## config.mk

```make
export PLATFORM = sky130hd
export DESIGN_NAME = pbwb_bridge
export DESIGN_NICKNAME = d
export VERILOG_FILES = /design/src/rtl/pbwb_pkg.sv /design/src/rtl/pbwb_fsm.sv /design/src/rtl/pbwb_latch.sv /design/src/rtl/pbwb_rdmux.sv /design/src/rtl/pbwb_bridge.sv
export SDC_FILE = /design/constraint.sdc
export NUM_CORES = 1
export LEC_CHECK = 0
export BUFFER_PORTS_ARGS = -buffer_cell sky130_fd_sc_hd__buf_4
export CAP_MARGIN = 20
export CORE_MARGIN = 5
export CORE_UTILIZATION = 35
export DETAILED_ROUTE_END_ITERATION = 8
export HOLD_SLACK_MARGIN = 0.15
export PLACE_DENSITY = 0.64
export SLEW_MARGIN = 20
export SYNTH_ARGS = -nofsm -noshare
export SYNTH_HDL_FRONTEND = slang
export SYNTH_SLANG_ARGS = --single-unit
```

## constraint.sdc

```tcl
create_clock -name clk -period 2 [get_ports clk]
set_clock_uncertainty 0.05 [all_clocks]
set_input_delay 0.1 -clock clk [delete_from_list [all_inputs] [get_ports clk]]
set_output_delay 0.1 -clock clk [all_outputs]
set_load 0.005 [all_outputs]
```

## src/rtl/pbwb_pkg.sv

```systemverilog
package pbwb_pkg;

    typedef enum logic [1:0] {
        ST_IDLE    = 2'd0,
        ST_WR_BUSY = 2'd1,
        ST_RD_BUSY = 2'd2,
        ST_DONE    = 2'd3
    } pbwb_state_e;

endpackage

```

## src/rtl/pbwb_fsm.sv

```systemverilog
module pbwb_fsm
    import pbwb_pkg::*;
(
    input  logic        clk,
    input  logic        rst,
    input  logic        wr_stb,
    input  logic        rd_stb,
    input  logic        ack_i,
    output pbwb_state_e state,
    output logic        done_rd,
    output logic        stat_seen,
    output logic        load_wr,
    output logic        load_rd,
    output logic        cap_rd,
    output logic        cyc_o,
    output logic        stb_o,
    output logic        we_o
);

    pbwb_state_e state_q, state_d;
    logic        done_rd_q, stat_seen_q;

    // next-state logic
    always_comb begin
        state_d = state_q;
        unique case (state_q)
            ST_IDLE: begin
                if (wr_stb)      state_d = ST_WR_BUSY;
                else if (rd_stb) state_d = ST_RD_BUSY;
            end
            ST_WR_BUSY: if (ack_i) state_d = ST_DONE;
            ST_RD_BUSY: if (ack_i) state_d = ST_DONE;
            ST_DONE: begin
                if (rd_stb && (!done_rd_q || stat_seen_q)) state_d = ST_IDLE;
            end
            default: state_d = ST_IDLE;
        endcase
    end

    // state register and completion flags
    always_ff @(posedge clk) begin
        if (rst) begin
            state_q     <= ST_IDLE;
            done_rd_q   <= 1'b0;
            stat_seen_q <= 1'b0;
        end else begin
            state_q <= state_d;
            if (state_q == ST_WR_BUSY && ack_i) begin
                done_rd_q   <= 1'b0;
                stat_seen_q <= 1'b0;
            end else if (state_q == ST_RD_BUSY && ack_i) begin
                done_rd_q   <= 1'b1;
                stat_seen_q <= 1'b0;
            end else if (state_q == ST_DONE && rd_stb) begin
                stat_seen_q <= 1'b1;
            end
        end
    end

    // outputs decoded from the state
    always_comb begin
        cyc_o   = 1'b0;
        stb_o   = 1'b0;
        we_o    = 1'b0;
        load_wr = 1'b0;
        load_rd = 1'b0;
        cap_rd  = 1'b0;
        unique case (state_q)
            ST_IDLE: begin
                load_wr = wr_stb;
                load_rd = rd_stb && !wr_stb;
            end
            ST_WR_BUSY: begin
                cyc_o = 1'b1;
                stb_o = 1'b1;
                we_o  = 1'b1;
            end
            ST_RD_BUSY: begin
                cyc_o  = 1'b1;
                stb_o  = 1'b1;
                cap_rd = ack_i;
            end
            ST_DONE: ;
            default: ;
        endcase
    end

    assign state     = state_q;
    assign done_rd   = done_rd_q;
    assign stat_seen = stat_seen_q;

    AST_RESET_IDLE: assert property (@(posedge clk)
        rst |=> !cyc_o && !stb_o && !we_o);
    AST_ACK_ENDS: assert property (@(posedge clk) disable iff (rst)
        cyc_o && ack_i |=> !cyc_o && !stb_o);
    AST_HOLD_CYCLE: assert property (@(posedge clk) disable iff (rst)
        cyc_o && !ack_i |=> cyc_o && $stable(we_o));
    AST_WE_IN_CYCLE: assert property (@(posedge clk) disable iff (rst)
        we_o |-> cyc_o && stb_o);
    AST_WR_PRIORITY: assert property (@(posedge clk) disable iff (rst)
        !cyc_o && state_q == ST_IDLE && wr_stb |=> we_o);

endmodule

```

## src/rtl/pbwb_latch.sv

```systemverilog
module pbwb_latch #(
    parameter int AW = 8,
    parameter int DW = 8
) (
    input  logic          clk,
    input  logic          rst,
    input  logic          load_wr,
    input  logic          load_rd,
    input  logic          cap_rd,
    input  logic          busy,
    input  logic          ack_i,
    input  logic [AW-1:0] addr_in,
    input  logic [DW-1:0] wdata_in,
    input  logic [DW-1:0] rdata_in,
    output logic [AW-1:0] adr_q,
    output logic [DW-1:0] wdat_q,
    output logic [DW-1:0] rdat_q
);

    always_ff @(posedge clk) begin
        if (rst) begin
            adr_q  <= '0;
            wdat_q <= '0;
            rdat_q <= '0;
        end else begin
            if (load_wr) begin
                adr_q  <= addr_in;
                wdat_q <= wdata_in;
            end else if (load_rd) begin
                adr_q <= addr_in;
            end
            if (cap_rd) rdat_q <= rdata_in;
        end
    end

    AST_ADDR_HELD: assert property (@(posedge clk) disable iff (rst)
        busy && !ack_i |=> $stable(adr_q) && $stable(wdat_q));
    AST_NO_LOAD_BUSY: assert property (@(posedge clk) disable iff (rst)
        busy |-> !load_wr && !load_rd);

endmodule

```

## src/rtl/pbwb_rdmux.sv

```systemverilog
module pbwb_rdmux
    import pbwb_pkg::*;
#(
    parameter int DW      = 8,
    parameter int ACK_BIT = 0
) (
    input  logic          clk,
    input  logic          rst,
    input  pbwb_state_e   state,
    input  logic          done_rd,
    input  logic          stat_seen,
    input  logic [DW-1:0] rdat_q,
    output logic [DW-1:0] prt_rdata
);

    logic [DW-1:0] status_byte;
    logic          show_data;
    logic          show_status;

    // status byte: acknowledge flag in one bit, zero elsewhere
    for (genvar b = 0; b < DW; b++) begin : g_stat
        if (b == ACK_BIT) begin : g_flag
            assign status_byte[b] = 1'b1;
        end else begin : g_zero
            assign status_byte[b] = 1'b0;
        end
    end

    assign show_data   = (state == ST_DONE) && done_rd && stat_seen;
    assign show_status = (state == ST_DONE) && !show_data;

    always_comb begin
        if (show_data)        prt_rdata = rdat_q;
        else if (show_status) prt_rdata = status_byte;
        else                  prt_rdata = '0;
    end

    AST_BUSY_READS_ZERO: assert property (@(posedge clk) disable iff (rst)
        (state == ST_WR_BUSY || state == ST_RD_BUSY) |-> prt_rdata == '0);
    AST_WRITE_DONE_FLAG: assert property (@(posedge clk) disable iff (rst)
        (state == ST_DONE && !done_rd) |-> prt_rdata[ACK_BIT]);

endmodule

```

## src/rtl/pbwb_bridge.sv

```systemverilog
module pbwb_bridge
    import pbwb_pkg::*;
#(
    parameter int AW      = 8,
    parameter int DW      = 8,
    parameter int ACK_BIT = 0,
    localparam int SEL_W  = (DW + 7) / 8
) (
    input  logic             clk,
    input  logic             rst,
    input  logic [AW-1:0]    prt_addr,
    input  logic             prt_wr_stb,
    input  logic [DW-1:0]    prt_wdata,
    input  logic             prt_rd_stb,
    output logic [DW-1:0]    prt_rdata,
    output logic             wbm_cyc_o,
    output logic             wbm_stb_o,
    output logic             wbm_we_o,
    output logic [SEL_W-1:0] wbm_sel_o,
    output logic [AW-1:0]    wbm_adr_o,
    output logic [DW-1:0]    wbm_dat_o,
    input  logic [DW-1:0]    wbm_dat_i,
    input  logic             wbm_ack_i
);

    pbwb_state_e   state;
    logic          done_rd, stat_seen;
    logic          load_wr, load_rd, cap_rd;
    logic [DW-1:0] rdat_q;

    pbwb_fsm u_fsm (
        .clk       (clk),
        .rst       (rst),
        .wr_stb    (prt_wr_stb),
        .rd_stb    (prt_rd_stb),
        .ack_i     (wbm_ack_i),
        .state     (state),
        .done_rd   (done_rd),
        .stat_seen (stat_seen),
        .load_wr   (load_wr),
        .load_rd   (load_rd),
        .cap_rd    (cap_rd),
        .cyc_o     (wbm_cyc_o),
        .stb_o     (wbm_stb_o),
        .we_o      (wbm_we_o)
    );

    pbwb_latch #(.AW(AW), .DW(DW)) u_latch (
        .clk      (clk),
        .rst      (rst),
        .load_wr  (load_wr),
        .load_rd  (load_rd),
        .cap_rd   (cap_rd),
        .busy     (wbm_cyc_o),
        .ack_i    (wbm_ack_i),
        .addr_in  (prt_addr),
        .wdata_in (prt_wdata),
        .rdata_in (wbm_dat_i),
        .adr_q    (wbm_adr_o),
        .wdat_q   (wbm_dat_o),
        .rdat_q   (rdat_q)
    );

    pbwb_rdmux #(.DW(DW), .ACK_BIT(ACK_BIT)) u_rdmux (
        .clk       (clk),
        .rst       (rst),
        .state     (state),
        .done_rd   (done_rd),
        .stat_seen (stat_seen),
        .rdat_q    (rdat_q),
        .prt_rdata (prt_rdata)
    );

    assign wbm_sel_o = '1;

    AST_SEL_FULL: assert property (@(posedge clk) disable iff (rst)
        wbm_cyc_o |-> &wbm_sel_o);

endmodule

```

==> Yosys cells after proc, flatten, opt, wreduce, memory -nomap -nowiden <==
Index checks and enable logic that the tools add are counted.
{ "totals": {"input_bits": 29, "out_inout_bits": 28, "ramBits": 0, "word_cells": 44, "mem_bits_ro": 0, "latch_bits": 0, "n_memories": 0, "reg_bits": 28} }
{ "classes": {"n_mux": 14, "n_mul": 0, "n_lt_le_gt_ge": 0, "reduce_logical": 18, "bitwise_logic": 0, "n_div": 0, "addsub": 0, "n_eq_ne": 6, "shifts": 0} }
{ "ops": {"columns": ["operator", "count"], "rows": [
  ["8-bit two-way mux", 3],
  ["1-bit logical AND", 8],
  ["2-bit two-way mux", 4],
  ["1-bit two-way mux", 6],
  ["2-bit case mux with 3 select lines", 1],
  ["2-bit == test (second input constant)", 2],
  ["2-bit by 1-bit inequality test with 1-bit output (second input constant)", 2],
  ["2-bit OR reduction", 2],
  ["1-bit zero test", 3],
  ["3-bit inequality test (second input constant)", 1],
  ["3-bit AND reduction", 1],
  ["3-bit OR reduction", 1],
  ["2-bit by 1-bit == test with 1-bit output (second input constant)", 1],
  ["2-bit zero test", 1],
  ["2-bit nonzero test", 1],
  ["1-bit logical OR", 1]
]} }

==> Logic depth before layout (Yosys ltp) <==
{ "depth": {"word_depth": 7, "ltp_mapped": 6, "depth_no_buf": 6} }

==> Hierarchy <==
From an unflattened synthesis, not the netlist that was laid out.
{ "hier_totals": {"hier_cells": 131, "area_unflattened_um2": 1267.5} }
{ "modules_own_cells": {"columns": ["module", "n_inst", "seq_area_each_um2", "cells_per_inst", "area_each_um2"], "rows": [
  ["pbwb_latch", 1, 480.5, 86, 890.9],
  ["pbwb_fsm", 1, 80.1, 32, 296.5],
  ["pbwb_rdmux", 1, 0.0, 11, 68.8],
  ["pbwb_bridge", 1, 0.0, 2, 11.3]
]} }

==> Worst setup path after synthesis <==
No wires, ideal clock.
{ "synth_timing": {"kind": "flip-flop to flip-flop", "startpoint": "reg u_fsm.state_q[0] (netlist: u_fsm.state[0])", "endpoint": "reg u_fsm.state_q[0] (netlist: u_fsm.state[0])", "stages_incl_launch_ff": 6, "setup_time_ps": 87, "setup_slack_ps": 285, "required_time_ps": 1863, "synth_period_minus_slack_ps": 1715, "n_path_buf": 0, "t_arrival_ps": 1578, "cell_sequence": "dfxtp_1 inv_1 ha_1 a22o_1 or4_1 o31ai_1"} }
{ "synth_via": {"elab_chain_cells": 4, "elab_cells_between_ends": 10, "classes_between": "eq/ne (6); mux (1); reduce/logical (3)"} }
{ "synth_rtl": {"columns": ["item", "line_no", "text"], "rows": [
  ["start, declared", "pbwb_fsm.sv:20", "pbwb_state_e state_q, state_d;"],
  ["start signal, assigned", "pbwb_fsm.sv:47", "state_q <= state_d;"],
  ["2-bit == test or 2-bit by 1-bit == test with 1-bit output (tied branches)", "pbwb_fsm.sv:26", "unique case (state_q)"],
  ["2-bit OR reduction (no source line)", null, null],
  ["2-bit by 1-bit inequality test with 1-bit output (no source line)", null, null],
  ["3-bit AND reduction (no source line)", null, null]
]} }
Parallel ways exist; a longest one is shown, timed or not.
A chain may end at the register's enable or synchronous reset.

==> Worst setup path in the final report <==
{ "layout_timing": {"startpoint": "reg u_fsm.state_q[0] (netlist: u_fsm.state[0])", "endpoint": "reg u_fsm.done_rd_q (netlist: u_fsm.done_rd)"} }
{ "layout_via": {"elab_chain_cells": 3, "elab_cells_between_ends": 5, "classes_between": "eq/ne (2); reduce/logical (3)"} }
{ "layout_rtl": {"columns": ["item", "line_no", "text"], "rows": [
  ["2-bit by 1-bit == test with 1-bit output", "pbwb_fsm.sv:48", "if (state_q == ST_WR_BUSY && ack_i) begin"],
  ["1-bit logical AND", "pbwb_fsm.sv:48", null],
  ["2-bit OR reduction (no source line)", null, null],
  ["end signal, assigned", "pbwb_fsm.sv:44", "done_rd_q <= 1'b0;"],
  ["end signal, assigned", "pbwb_fsm.sv:49", "done_rd_q <= 1'b0;"],
  ["end signal, assigned", "pbwb_fsm.sv:52", "done_rd_q <= 1'b1;"],
  ["end, declared", "pbwb_fsm.sv:21", "logic done_rd_q, stat_seen_q;"]
]} }
Parallel ways exist; a longest one is shown, timed or not.

==> results.md <==
* Die Ht at 68.58 µm
* Pint at 1.290 mW
* Yosys Warn Count at 0
* Post-layout worst setup margin at 0.1703 ns
* CP endpoint kind: register
* First-pass GRT wire length at 5706 µm
* Syn Inst Count at 140
* RR Endpoint: u_fsm.done_rd
* Number of global-route vias before repair at 1,280
* Setup violators final at 0
* Max IR drop VDD at 0.5401 mV
* Worst slack, placed at 0.1998 ns
* Final Cell Area at 2137 µm²
* Clock period minus worst slack at 1.830 ns
* Core area at 3337 µm²
* Via density per instance at 4.624
* Nets at 272
* Grt total ovfl at 0
* Sequential share of power at 39.7%
* CTS Buffer Depth at 2
* Area of the multi-input gates at 593.1 µm²
* Total chip power at 1.852 mW
* RSZ-0062 raised after global routing: false
* Slowest cell on the critical path: dlygate4sd3_1
* Syn Nets at 175
* DR WL/cell at 12.68 µm
* Ports at 57
* Root buffer cell: clkbuf_4
* Fin crit share at 91.49%
* Clk pin slew, worst setup/hold paths at 0.15 ns
* Max-Cap Viols at 0
* Final Non-Filler Cells at 282
* Die area at 4703 µm²
* Worst slew margin at 62.58%
* Synthesized area per cell at 8.580 µm²
* Mapped cell area at 1201 µm²
* Psw at 0.5614 mW
* Worst min path class: primary input to register
* TritonCTS clock tree: yes
* Initial DRC Count at 53
* # diodes at 0
* CTS H-tree depth at 1
* Synth top area share at 46.67%
* Async SR Flop Fraction at 0%
* Leading area contributor after synthesis: dfxtp_1
* Status: finished clean
* Worst Path Max Fanout at 10
* Leak at 0.9731 nW
* R2R depth at 6
* DP HPWL at 2288 µm
* Worst slew pin tran at 0.5612 ns
* DP Area at 1639 µm²
* Final Max Tran Viols at 0
* Crit path launch type: register
* Post-route core utilization at 64.04%
* Num CTS Buffers at 3
* Initial cell density of the core at 36.00%
* F_max at 0.5465 GHz
* Total Neg Setup Slack at 0 ns
* Worst hold margin at 0.2003 ns
* Hold path cells at 4
* I/O Buffers at 55
* Ys flop type: dfxtp_1
* Share of layout cells above drive strength 1 at 27.97%
* WL final at 3576 µm
* Area growth syn-to-layout at 77.92%
* Clk Latency, worst-skew pair at 0.32 ns
* DRC violations left at 0
* Hold path start: prt_wr_stb
* Largest cells by area after synthesis: dfxtp_1 47%, nand2_1 8.4%, a21oi_1 7.5%
* Number of fill cells at 281
* CP startpoint: u_fsm.state[0]
* Switch share at 30.32%
* Detail Route Antenna Nets at 0
* Combinational share of power at 40.4%
* Clock Sinks at 28
* Crit path DAT at 2.06 ns
* Critical Path RT at 2.23 ns
* Top-count cell post-synth: dfxtp_1
* Top post-synthesis cells by count: 28 x dfxtp_1, 27 x nand2_1, 18 x a21oi_1, 11 x nor2_1, 9 x mux2i_1
* Synth Register Bits at 28
* Critical-path cell list: inv_1, ha_1, and2_4, nor2_1, a211oi_1, dlygate4sd3_1
* Kind of critical path: register to register
* Routability congestion estimate at 0.7641
* Die width at 68.58 µm
* Flip-flop and latch area at 561.8 µm²
* Number of synthesized flops with an enable pin at 0
* Hold EP: u_fsm.state[0]
* GRT Util Overall at 15.80%
* Post-synth cell types at 27
* RR Startpoint: u_fsm.state[0]
* Largest net degree at the start of global routing at 31
* Post-synthesis sequential area ratio at 46.67%
* Clock share of power at 19.9%
* CP peak stage delay at 0.58 ns
* Antenna violations before repair at 0
* FP Rows at 21
* Hold Vio Cnt, Final at 0
* Pwr/cell area at 866.5 nW/µm²
* DP Cell Count at 234
* Vias at 1,304
* Post-CTS Setup Inserts at 0
* R2R setup slack at 0.17 ns
* First-pass DRT Iterations at 4
==> area by class of cell <==
cell class | count | share of cell area (%)
timing repair buffer | 100 | 40.28
tap | 46 | 2.693
clock buffer | 3 | 1.054
sequential | 28 | 26.29
inverter | 3 | 0.5269
multi-input combinational | 101 | 27.75
clock inverter | 1 | 1.405
==> layout by cell type, fill, tap and decap left out, types with 2 or more instances in the layout <==
| master | n |
|---|---|
| a21oi_1 | 18 |
| and2_1 | 7 |
| nor2_1 | 11 |
| nand2_1 | 26 |
| ha_1 | 6 |
| mux2i_1 | 9 |
| dlygate4sd3_1 | 44 |
| o31ai_1 | 2 |
| inv_1 | 2 |
| nand3_1 | 8 |
| clkbuf_4 | 3 |
| dfxtp_1 | 27 |
| buf_4 | 56 |
==> logic make-up after synthesis <==
family	after synthesis	share of synthesized area, %
buffers and inverters	11	4.270
and+or+nand+nor	58	21.77
DFF	28	46.67
muxes	9	7.500
other	1	0.3122
adders and majority gates	6	6.250
AOI/OAI and AO/OA	27	13.23
==> worst max-delay path: cells and delay by family, from the launching register on <==
family	cells	cell delay, ns
AOI/OAI and AO/OA	1	0.17
adders and majority gates	1	0.21
and+or+nand+nor	2	0.27
DFF	1	0.37
buffers and inverters	2	0.72
==> how the worst max path moves through the flow <==
stage / to
finish: u_fsm.done_rd
global route: u_latch.wdat_q[7]
CTS: u_latch.rdat_q[2]
detailed placement: u_fsm.state[0]
global placement: u_fsm.state[0]
floorplan: u_fsm.state[0]
==> repair_timing <==
item	CTS	global route
endpoints found under the hold margin	27	0
resized for setup	0	3
endpoints found under the setup margin	0	7
hold buffers	44	0
==> power groups by stage <==
stage	registers [mW]	clock network (mW)	logic [mW]
2_1_floorplan	0.742	0	0.363
3_3_place_gp	0.739	0	0.619
3_5_place_dp	0.746	0	0.630
4_1_cts	0.733	0.375	0.740
5_1_grt	0.752	0.400	0.824
6_report	0.736	0.369	0.747
==> state kept, by name (all words and copies together), names as in the netlist <==
name and count:
u_latch.adr_q 8, u_latch.rdat_q 8, u_latch.wdat_q 8, u_fsm.state 2, u_fsm.done_rd 1, u_fsm.stat_seen 1
==> metal layers <==
layer  GRT usage [%]  vias up  part of all wire [%]
met2           29.80       31                    53
met5               0        -                     0
met4           5.955        0                   1.6
li1                -      658                     -
met3           1.135        6                   3.7
met1           18.32      609                    42
Note: power is estimated with default switching activity, not from simulation.
